**src/rtl/pt_pkg.sv**
```systemverilog
package pt_pkg;
    typedef enum logic [1:0] {
        MODE_OFF  = 2'd0,
        MODE_RUN  = 2'd1,
        MODE_DOZE = 2'd2
    } pt_mode_e;

    localparam logic [1:0] ADDR_COUNT  = 2'd0;
    localparam logic [1:0] ADDR_PERIOD = 2'd1;
    localparam logic [1:0] ADDR_CTRL   = 2'd2;
    localparam logic [1:0] ADDR_IRQ    = 2'd3;
endpackage

```
**src/rtl/pt_mode_fsm.sv**
```systemverilog
module pt_mode_fsm
    import pt_pkg::*;
(
    input  logic     clk,
    input  logic     rst_n,
    input  logic     run_bit,
    input  logic     sleep,
    output pt_mode_e mode_q,
    output logic     running
);
    pt_mode_e mode_d;

    always_ff @(posedge clk or negedge rst_n) begin
        if (!rst_n) mode_q <= MODE_OFF;
        else        mode_q <= mode_d;
    end

    // next-state: sleep dominates, then the run bit
    always_comb begin
        mode_d = mode_q;
        unique case (mode_q)
            MODE_OFF:  if (sleep) mode_d = MODE_DOZE;
                       else if (run_bit) mode_d = MODE_RUN;
            MODE_RUN:  if (sleep) mode_d = MODE_DOZE;
                       else if (!run_bit) mode_d = MODE_OFF;
            MODE_DOZE: if (!sleep) mode_d = run_bit ? MODE_RUN : MODE_OFF;
            default:   mode_d = MODE_OFF;
        endcase
    end

    always_comb begin
        running = (mode_q == MODE_RUN);
    end
endmodule

```
**src/rtl/pt_prescaler.sv**
```systemverilog
module pt_prescaler #(
    parameter int PRE_W = 4
) (
    input  logic             clk,
    input  logic             rst_n,
    input  logic             clear,
    input  logic             advance,
    input  logic [1:0]       sel,
    output logic             tick_out,
    output logic [PRE_W-1:0] cnt_q
);
    localparam logic [PRE_W-1:0] TERM_MAX = {PRE_W{1'b1}};
    localparam logic [PRE_W-1:0] TERM_MID = PRE_W'(3);

    logic [PRE_W-1:0] term;

    always_comb begin
        unique case (sel)
            2'b00:   term = '0;
            2'b01:   term = TERM_MID;
            default: term = TERM_MAX;
        endcase
        tick_out = advance && (cnt_q == term);
    end

    always_ff @(posedge clk or negedge rst_n) begin
        if (!rst_n)       cnt_q <= '0;
        else if (clear)   cnt_q <= '0;
        else if (advance) cnt_q <= tick_out ? '0 : cnt_q + PRE_W'(1);
    end
endmodule

```
**src/rtl/pt_postscaler.sv**
```systemverilog
module pt_postscaler #(
    parameter int POST_W = 4
) (
    input  logic              clk,
    input  logic              rst_n,
    input  logic              clear,
    input  logic              event_in,
    input  logic [POST_W-1:0] ratio,
    output logic              done,
    output logic [POST_W-1:0] cnt_q
);
    always_comb begin
        done = event_in && !clear && (cnt_q == ratio);
    end

    always_ff @(posedge clk or negedge rst_n) begin
        if (!rst_n)        cnt_q <= '0;
        else if (clear)    cnt_q <= '0;
        else if (event_in) cnt_q <= done ? '0 : cnt_q + POST_W'(1);
    end
endmodule

```
**src/rtl/period_timer.sv**
```systemverilog
module period_timer
    import pt_pkg::*;
#(
    parameter int CNT_W  = 8,
    parameter int PRE_W  = 4,
    parameter int POST_W = 4
) (
    input  logic             clk,
    input  logic             rst_n,
    input  logic             tick_en,
    input  logic             sleep,
    input  logic             wr_en,
    input  logic [1:0]       wr_addr,
    input  logic [CNT_W-1:0] wr_data,
    input  logic [1:0]       rd_addr,
    output logic [CNT_W-1:0] rd_data,
    output logic             match_pulse,
    output logic             irq
);
    localparam int PRE_LO = POST_W;
    localparam int RUN_B  = POST_W + 2;
    localparam int CTRL_W = POST_W + 3;

    logic [CNT_W-1:0]  count_q, period_q;
    logic [POST_W-1:0] ctl_post;
    logic [1:0]        ctl_pre;
    logic              ctl_run;
    logic              flag_q, en_q;
    logic [PRE_W-1:0]  pre_cnt;
    logic [POST_W-1:0] post_cnt;
    pt_mode_e          mode_q;
    logic              running, pre_tick, post_done;
    logic              cnt_wr, per_wr, ctl_wr, irq_wr, scl_clr;
    logic              step, at_period, wrap;

    always_comb begin
        cnt_wr    = wr_en && (wr_addr == ADDR_COUNT);
        per_wr    = wr_en && (wr_addr == ADDR_PERIOD);
        ctl_wr    = wr_en && (wr_addr == ADDR_CTRL);
        irq_wr    = wr_en && (wr_addr == ADDR_IRQ);
        scl_clr   = cnt_wr || ctl_wr;
        step      = pre_tick && !scl_clr;
        at_period = (count_q == period_q);
        wrap      = step && at_period;
    end

    pt_mode_fsm u_mode (
        .clk     (clk),
        .rst_n   (rst_n),
        .run_bit (ctl_run),
        .sleep   (sleep),
        .mode_q  (mode_q),
        .running (running)
    );

    pt_prescaler #(.PRE_W(PRE_W)) u_pre (
        .clk      (clk),
        .rst_n    (rst_n),
        .clear    (scl_clr),
        .advance  (running && tick_en),
        .sel      (ctl_pre),
        .tick_out (pre_tick),
        .cnt_q    (pre_cnt)
    );

    pt_postscaler #(.POST_W(POST_W)) u_post (
        .clk      (clk),
        .rst_n    (rst_n),
        .clear    (scl_clr),
        .event_in (wrap),
        .ratio    (ctl_post),
        .done     (post_done),
        .cnt_q    (post_cnt)
    );

    always_ff @(posedge clk or negedge rst_n) begin
        if (!rst_n) begin
            count_q     <= '0;
            match_pulse <= 1'b0;
        end else begin
            match_pulse <= wrap;
            if (cnt_wr)    count_q <= wr_data;
            else if (step) count_q <= at_period ? '0 : count_q + CNT_W'(1);
        end
    end

    always_ff @(posedge clk or negedge rst_n) begin
        if (!rst_n) begin
            period_q <= '1;
            ctl_post <= '0;
            ctl_pre  <= '0;
            ctl_run  <= 1'b0;
            flag_q   <= 1'b0;
            en_q     <= 1'b0;
        end else begin
            if (per_wr) period_q <= wr_data;
            if (ctl_wr) begin
                ctl_post <= wr_data[POST_W-1:0];
                ctl_pre  <= wr_data[PRE_LO+1:PRE_LO];
                ctl_run  <= wr_data[RUN_B];
            end
            if (irq_wr) en_q <= wr_data[1];
            // set event wins over a software clear
            if (post_done)   flag_q <= 1'b1;
            else if (irq_wr) flag_q <= wr_data[0];
        end
    end

    always_comb begin
        irq = flag_q && en_q;
        unique case (rd_addr)
            ADDR_COUNT:  rd_data = count_q;
            ADDR_PERIOD: rd_data = period_q;
            ADDR_CTRL:   rd_data = CNT_W'({ctl_run, ctl_pre, ctl_post});
            default:     rd_data = CNT_W'({en_q, flag_q});
        endcase
    end

    logic [CTRL_W-1:0] unused_w;
    assign unused_w = '0;
endmodule

```
**config.mk**
```make
export PLATFORM = sky130hd
export DESIGN_NAME = period_timer
export DESIGN_NICKNAME = d
export VERILOG_FILES = /design/src/rtl/pt_pkg.sv /design/src/rtl/pt_mode_fsm.sv /design/src/rtl/pt_prescaler.sv /design/src/rtl/pt_postscaler.sv /design/src/rtl/period_timer.sv
export SDC_FILE = /design/constraint.sdc
export NUM_CORES = 1
export LEC_CHECK = 0
export BUFFER_PORTS_ARGS = -buffer_cell sky130_fd_sc_hd__buf_2
export CAP_MARGIN = 20
export CORE_MARGIN = 4
export CORE_UTILIZATION = 45
export CTS_CLUSTER_DIAMETER = 150
export DETAILED_ROUTE_END_ITERATION = 7
export PLACE_DENSITY = 0.73
export SETUP_SLACK_MARGIN = 0.2
export SLEW_MARGIN = 20
export SYNTH_ARGS = -nofsm -noshare
export SYNTH_HDL_FRONTEND = slang
export SYNTH_SLANG_ARGS = --single-unit
```
**constraint.sdc**
```tcl
create_clock -name clk -period 2.4 [get_ports clk]
set_clock_uncertainty 0.1 [all_clocks]
set_input_delay 0.48 -clock clk [delete_from_list [all_inputs] [get_ports clk]]
set_output_delay 0.48 -clock clk [all_outputs]
set_load 0.05 [all_outputs]
```
## Yosys cells after proc, flatten, opt, wreduce, memory -nomap -nowiden

Index checks and enable logic that the tools add are counted.

| operators by class | value |
|---|---|
| $add $sub $neg | 3 |
| equality and inequality tests | 14 |
| muxes and demuxes | 20 |
| reductions and logical operators | 22 |

Operators with widths:

| cell | count |
|---|---|
| $mux W4 | 6 |
| $mux W8 | 3 |
| $pmux W8 S3 | 1 |
| $logic_and A1 B1 Y1 | 11 |
| $mux W2 | 5 |
| $add A4 B1 Y4 const B | 2 |
| $add A8 B1 Y8 const B | 1 |
| $eq A2 B1 Y1 const B | 4 |
| $eq A2 B2 Y1 const B | 4 |
| $eq A4 B4 Y1 | 2 |
| $eq A8 B8 Y1 | 1 |
| $logic_not A2 Y1 | 4 |
| $pmux W4 S2 | 1 |
| $reduce_bool A2 Y1 | 4 |
| $ne A3 B3 Y1 const B | 2 |
| $pmux W2 S3 | 1 |
| $mux W1 | 3 |
| $reduce_and A3 Y1 | 1 |
| $ne A2 B2 Y1 const B | 1 |
| $logic_not A1 Y1 | 1 |
| $logic_or A1 B1 Y1 | 1 |

| word-level totals | value |
|---|---|
| register bits | 36 |
| bits of input ports | 17 |
| output and inout bits | 10 |
| logic and storage cells | 70 |

## Depth between registers and ports, before layout

| logic depth | value |
|---|---|
| depth after elaboration | 11 |
| depth in mapped cells | 7 |
| depth with buffers taken out | 6 |

## Modules after synthesis

A second synthesis with hierarchy kept.

| unflattened totals | value |
|---|---|
| cell total of the unflattened synthesis | 185 |
| area, all modules | 2090.8 µm² |

Modules (own cells, without submodules):

| module | instances | cells an instance | area an instance (µm²) | sequential area each (µm²) |
|---|---|---|---|---|
| period_timer | 1 | 126 | 1456.4 | 660.6 |
| pt_postscaler | 1 | 27 | 284.0 | 100.1 |
| pt_prescaler | 1 | 26 | 267.8 | 100.1 |
| pt_mode_fsm | 1 | 6 | 82.6 | 50.0 |

## Least setup slack after synthesis

No wires, ideal clock.

| timing | value |
|---|---|
| kind | input port to output port |
| start | input rd_addr[1] |
| end | output rd_data[2] |
| arrival time | 2.083 ns |
| data required time | 1.820 ns |
| slack | -0.263 ns |
| stages | 3 |
| path buffers | 1 |
| cell sequence | clkbuf_1 mux2i_1 o21ai_0 |

| between the ends | value |
|---|---|
| longest elaborated chain between the ends | 2 |
| elaborated cells on any way between the ends | 4 |
| classes of those cells | 2 x eq/ne; 1 x mux; 1 x reduce/logical |

RTL lines:

| item | line | text |
|---|---|---|
| from (decl) | period_timer.sv:15 | `input logic [1:0] rd_addr,` |
| $eq A2 B2 Y1, or another cell as far along | period_timer.sv:111 | `unique case (rd_addr)` |
| $pmux W8 S3 * | period_timer.sv:111 |  |
| to (decl) | period_timer.sv:16 | `output logic [CNT_W-1:0] rd_data,` |

Every way passes the cells marked *; elsewhere a longest branch is shown, timed or not.

## Worst setup path after layout

| timing | value |
|---|---|
| start | register u_pre.cnt_q[0] |
| end | register u_post.cnt_q[3] |

| between the ends | value |
|---|---|
| longest elaborated chain between the ends | 9 |
| elaborated cells on any way between the ends | 10 |
| classes of those cells | 1 x eq/ne; 3 x mux; 6 x reduce/logical |

RTL lines:

| item | line | text |
|---|---|---|
| from (decl) | pt_prescaler.sv:10 | `output logic [PRE_W-1:0] cnt_q` |
| from (signal assigned) | pt_prescaler.sv:29 | `else if (advance) cnt_q <= tick_out ? '0 : cnt_q + PRE_W'(1);` |
| $eq A4 B4 Y1 * | pt_prescaler.sv:23 | `tick_out = advance && (cnt_q == term);` |
| $logic_and A1 B1 Y1 * | pt_prescaler.sv:23 |  |
| $logic_and A1 B1 Y1 * | period_timer.sv:42 | `step = pre_tick && !scl_clr;` |
| $logic_and A1 B1 Y1 * | period_timer.sv:44 | `wrap = step && at_period;` |
| $logic_and A1 B1 Y1 (2 in series) | pt_postscaler.sv:13 | `done = event_in && !clear && (cnt_q == ratio);` |
| $mux W4 (2 in series) | pt_postscaler.sv:19 | `else if (event_in) cnt_q <= done ? '0 : cnt_q + POST_W'(1);` |
| $mux W4 | pt_postscaler.sv:18 | `else if (clear) cnt_q <= '0;` |
| to (signal assigned) | pt_postscaler.sv:19 |  |
| to (decl) | pt_postscaler.sv:10 | `output logic [POST_W-1:0] cnt_q` |

Every way passes the cells marked *; elsewhere a longest branch is shown, timed or not. The select of a mux whose other input is x is not followed.
A chain may end at the register's enable or synchronous reset.

==> metrics.md <==
| Metric | Value |
|---|---|
| Run status | `complete, no violations` |
| DRC | `0` |
| Chip Width | `75.4 um` |
| Share of the cycle needed by the critical path after routing | `0.892` |
| Crit path max fanout | `4` |
| Most area-hungry cell type in the Yosys netlist | `sky130_fd_sc_hd__dfrtp_1` |
| Htree depth | `2` |
| Required @ worst endpoint | `2.48 ns` |
| Setup slack after placement | `0.0932 ns` |
| Wire length of the first global-routing pass | `7800 um` |
| Arr. time, crit path | `2.22 ns` |
| Mean cell area of the mapped netlist | `10.3 um^2` |
| Clock root cell | `sky130_fd_sc_hd__clkbuf_8` |
| Routed wire length on met3 | `212 um` |
| P per Cell Area | `706 nW/um^2` |
| Peak supply drop | `0.255 mV` |
| Final setup viols | `0` |
| Synthesized cell area | `2040 um^2` |
| Uppermost metal layer occupied by signal nets | `met4` |
| Count of buffers from port buffering | `26` |
| I/O Pins | `27` |
| HPWL after DPL | `3410 um` |
| Metal2 WL | `2340 um` |
| Die Area | `5690 um^2` |
| Type of the worst setup path | `reg2reg` |
| Number of distinct library cells after synthesis | `42` |
| Cell row count | `24` |
| Synthesis warning total | `0` |
| Routability congestion estimate from global placement | `0.793` |
| Ratio of cells with drive above 1 in the final layout | `0.370` |
| Startpoint types | `flop` |
| Final count of pins violating max slew | `0` |
| GRT Resource Usage Total | `0.182` |
| Predominant post-synthesis flop cell | `sky130_fd_sc_hd__dfrtp_1` |
| Max Fclk | `467 MHz` |
| Type of element capturing the critical path | `flop` |
| Placed instance area | `2320 um^2` |
| Leakage power total | `1.08 nW` |
| Wire length per cell | `16.1 um` |
| Net total in the final layout | `262` |
| Share of flip-flops with an asynchronous set or reset after synthesis | `1.00` |
| Class of the tightest hold or removal check | `in2async` |
| Total nets after synthesis | `219` |
| Actual slew at the worst max-slew pin | `0.816 ns` |
| Maximum clock insertion buffer count | `2` |
| Number of synthesized flops with an enable pin | `0` |
| Setup TNS | `0 ns` |
| Pin count of the biggest net entering global routing | `37` |
| Routed via count | `1,690` |
| Drt first-iter violations | `118` |
| Die Height | `75.4 um` |
| Number of iterations in the first detailed-routing pass | `6` |
| Setup repair after global routing missed its margin | `true` |
| Worst reg-to-reg path cell count | `5` |
| Post-layout min period | `2.14 ns` |
| Syn Inst Count | `199` |
| Number of nets still failing antenna checks after routing | `0` |
| Cells taking the most area after synthesis | `sky130_fd_sc_hd__dfrtp_1, sky130_fd_sc_hd__dfstp_2, sky130_fd_sc_hd__mux2_2, sky130_fd_sc_hd__mux2i_1, sky130_fd_sc_hd__nand2_1` |
| Number of CTS-inserted buffers | `5` |
| Max-capacitance violation count | `0` |
| Final antenna diode count | `0` |
| Sequential area share after synthesis | `0.446` |
| Wire length reported by the detailed router | `4740 um` |
| Clock tree from TritonCTS | `built` |
| Routed via count divided by cell count | `5.73` |
| Total overflow reported by the global router | `0` |
| Number of synthesized register bits | `36` |
| Starting density of the core | `0.466` |
| Slew headroom | `0.456` |
| Number of clock sinks | `36` |
| Via count of the first global-routing pass | `1,632` |
| Core Footprint | `4380 um^2` |
| Area share of the largest cell type after synthesis | `0.343` |
| Clock edge transition at the registers on the reported setup and hold paths | `0.07 ns` |
| Final Hold Violating Endpoints | `0` |
| Growth of design area from synthesis to finish | `20.3%` |
| Final setup slack of the worst path | `0.260 ns` |
| M1 WL | `2120 um` |
| Clock latency at the later pin of the worst-skew pair | `0.29 ns` |
| Cell area after layout | `2460 um^2` |
| Number of antenna violations at the first check in global routing | `0` |
[logic make-up (layout without fill, tap and decap cells)]
logic type | after synthesis | after routing | share of synthesized area
AND/OR/NAND/NOR | 78 | 78 | 0.195
flip-flops | 36 | 36 | 0.446
AO/OA/AOI/OAI | 35 | 35 | 0.121
multiplexers | 27 | 27 | 0.154
XOR/XNOR | 12 | 12 | 0.0514
buffers and inverters | 8 | 52 | 0.0153
adder cells (fa/ha/maj) | 3 | 3 | 0.0184
[power breakdown]
| group | total [mW] | internal [mW] | switching (mW) |
|---|---|---|---|
| logic | 0.513 | 0.234 | 0.279 |
| clock network | 0.416 | 0.204 | 0.212 |
| registers | 0.806 | 0.710 | 0.0959 |
[layout make-up]
| type | instances | area [um^2] |
|---|---|---|
| fillers | 405 | 1930 |
| inverters | 1 | 3.75 |
| well taps | 52 | 65.1 |
| multi-input cells | 155 | 1140 |
| repair buffers | 43 | 258 |
| flip-flops and latches | 36 | 911 |
| clock inverters | 1 | 5.00 |
| clock buffers | 7 | 76.3 |
[stage by stage]
stage	std cells	total power, mW	util	hold WS, ns
finish	295	1.74	0.561	0.186
global route	295	1.83	0.561	0.241
global placement	282	1.29	0.529	0.333
CTS	295	1.75	0.558	0.202
floorplan	199	1.16	-	0.0844
detailed placement	282	1.30	0.529	0.353
[critical path, cell delays in order (launching register included)]
cell                        delay, ns
sky130_fd_sc_hd__dfrtp_1         0.38
sky130_fd_sc_hd__or3_4           0.40
sky130_fd_sc_hd__a2111oi_4       0.39
sky130_fd_sc_hd__nor2_2          0.08
sky130_fd_sc_hd__or4_1           0.41
sky130_fd_sc_hd__a32o_1          0.27
[cell usage in the layout (no fill, tap or decap), drive strengths merged, types with 2 or more instances in the layout]
cell type  netlist  routed
nand3b           2       2
nor2b            3       3
nor3b            2       2
o21ai           13      13
a32o             2       2
xnor2            8       8
or4              3       3
mux2            16      16
nand3           13      13
xor2             4       4
mux2i            9       9
nor4             2       2
nand2           21      21
clkbuf           5       7
or3              2       2
nor3             3       3
nor2            16      16
or2              3       3
nand4            2       2
dfrtp           28      28
a221o            5       5
buf              2      43
a21oi            8       8
nand2b           3       3
mux4             2       2
dfstp            8       8
ha               3       3
[per-layer routing]
| layer | global-route usage | vias up |
|---|---|---|
| met3 | 0.0383 | 9 |
| met5 | 0 | - |
| li1 | - | 815 |
| met2 | 0.301 | 43 |
| met1 | 0.240 | 823 |
| met4 | 0.0563 | 0 |
[Yosys cell counts (3+ instances only)]
cell type / count
sky130_fd_sc_hd__mux2i_1: 9
sky130_fd_sc_hd__ha_1: 3
sky130_fd_sc_hd__dfrtp_1: 28
sky130_fd_sc_hd__dfstp_2: 8
sky130_fd_sc_hd__o21ai_0: 13
sky130_fd_sc_hd__nand2_1: 21
sky130_fd_sc_hd__clkbuf_1: 5
sky130_fd_sc_hd__xnor2_1: 8
sky130_fd_sc_hd__xor2_1: 4
sky130_fd_sc_hd__or4_1: 3
sky130_fd_sc_hd__a21oi_1: 8
sky130_fd_sc_hd__mux2_2: 16
sky130_fd_sc_hd__a221o_1: 5
sky130_fd_sc_hd__nor2_1: 15
sky130_fd_sc_hd__nor2b_1: 3
sky130_fd_sc_hd__nand3_1: 13
sky130_fd_sc_hd__nand2b_1: 3
sky130_fd_sc_hd__nor3_1: 3
[what timing repair did]
item,4_1_cts,5_1_grt
pin swaps,6,2
endpoints found under the setup margin,6,9
hold buffers,0,0
setup buffers,5,0
resized for setup,2,3
[flip-flops by register name, summed over array words and instances (netlist names)]
signal / flops
ctl_pre: 2
period_q: 8
match_pulse: 1
u_pre.cnt_q: 4
u_post.cnt_q: 4
u_mode.mode_q: 2
en_q: 1
ctl_run: 1
flag_q: 1
ctl_post: 4
count_q: 8
[path summary, 6_finish.rpt]
kind | endpoint | from | slack [ns]
setup / recovery | u_post.cnt_q[3]$_DFFE_PN0P_ | u_pre.cnt_q[0]$_DFFE_PN0P_ | 0.26
setup reg to reg | u_post.cnt_q[3]$_DFFE_PN0P_ | u_pre.cnt_q[0]$_DFFE_PN0P_ | 0.26
hold reg to reg | u_mode.mode_q[0]$_DFFE_PN0P_ | u_mode.mode_q[1]$_DFFE_PN0P_ | 0.35
hold / removal | match_pulse$_DFF_PN0_ | rst_n | 0.19
max in group asynchronous | u_post.cnt_q[2]$_DFFE_PN0P_ | rst_n | 1.50
min in group clk | u_mode.mode_q[0]$_DFFE_PN0P_ | sleep | 0.24
Note: power is estimated with default switching activity, not from simulation.
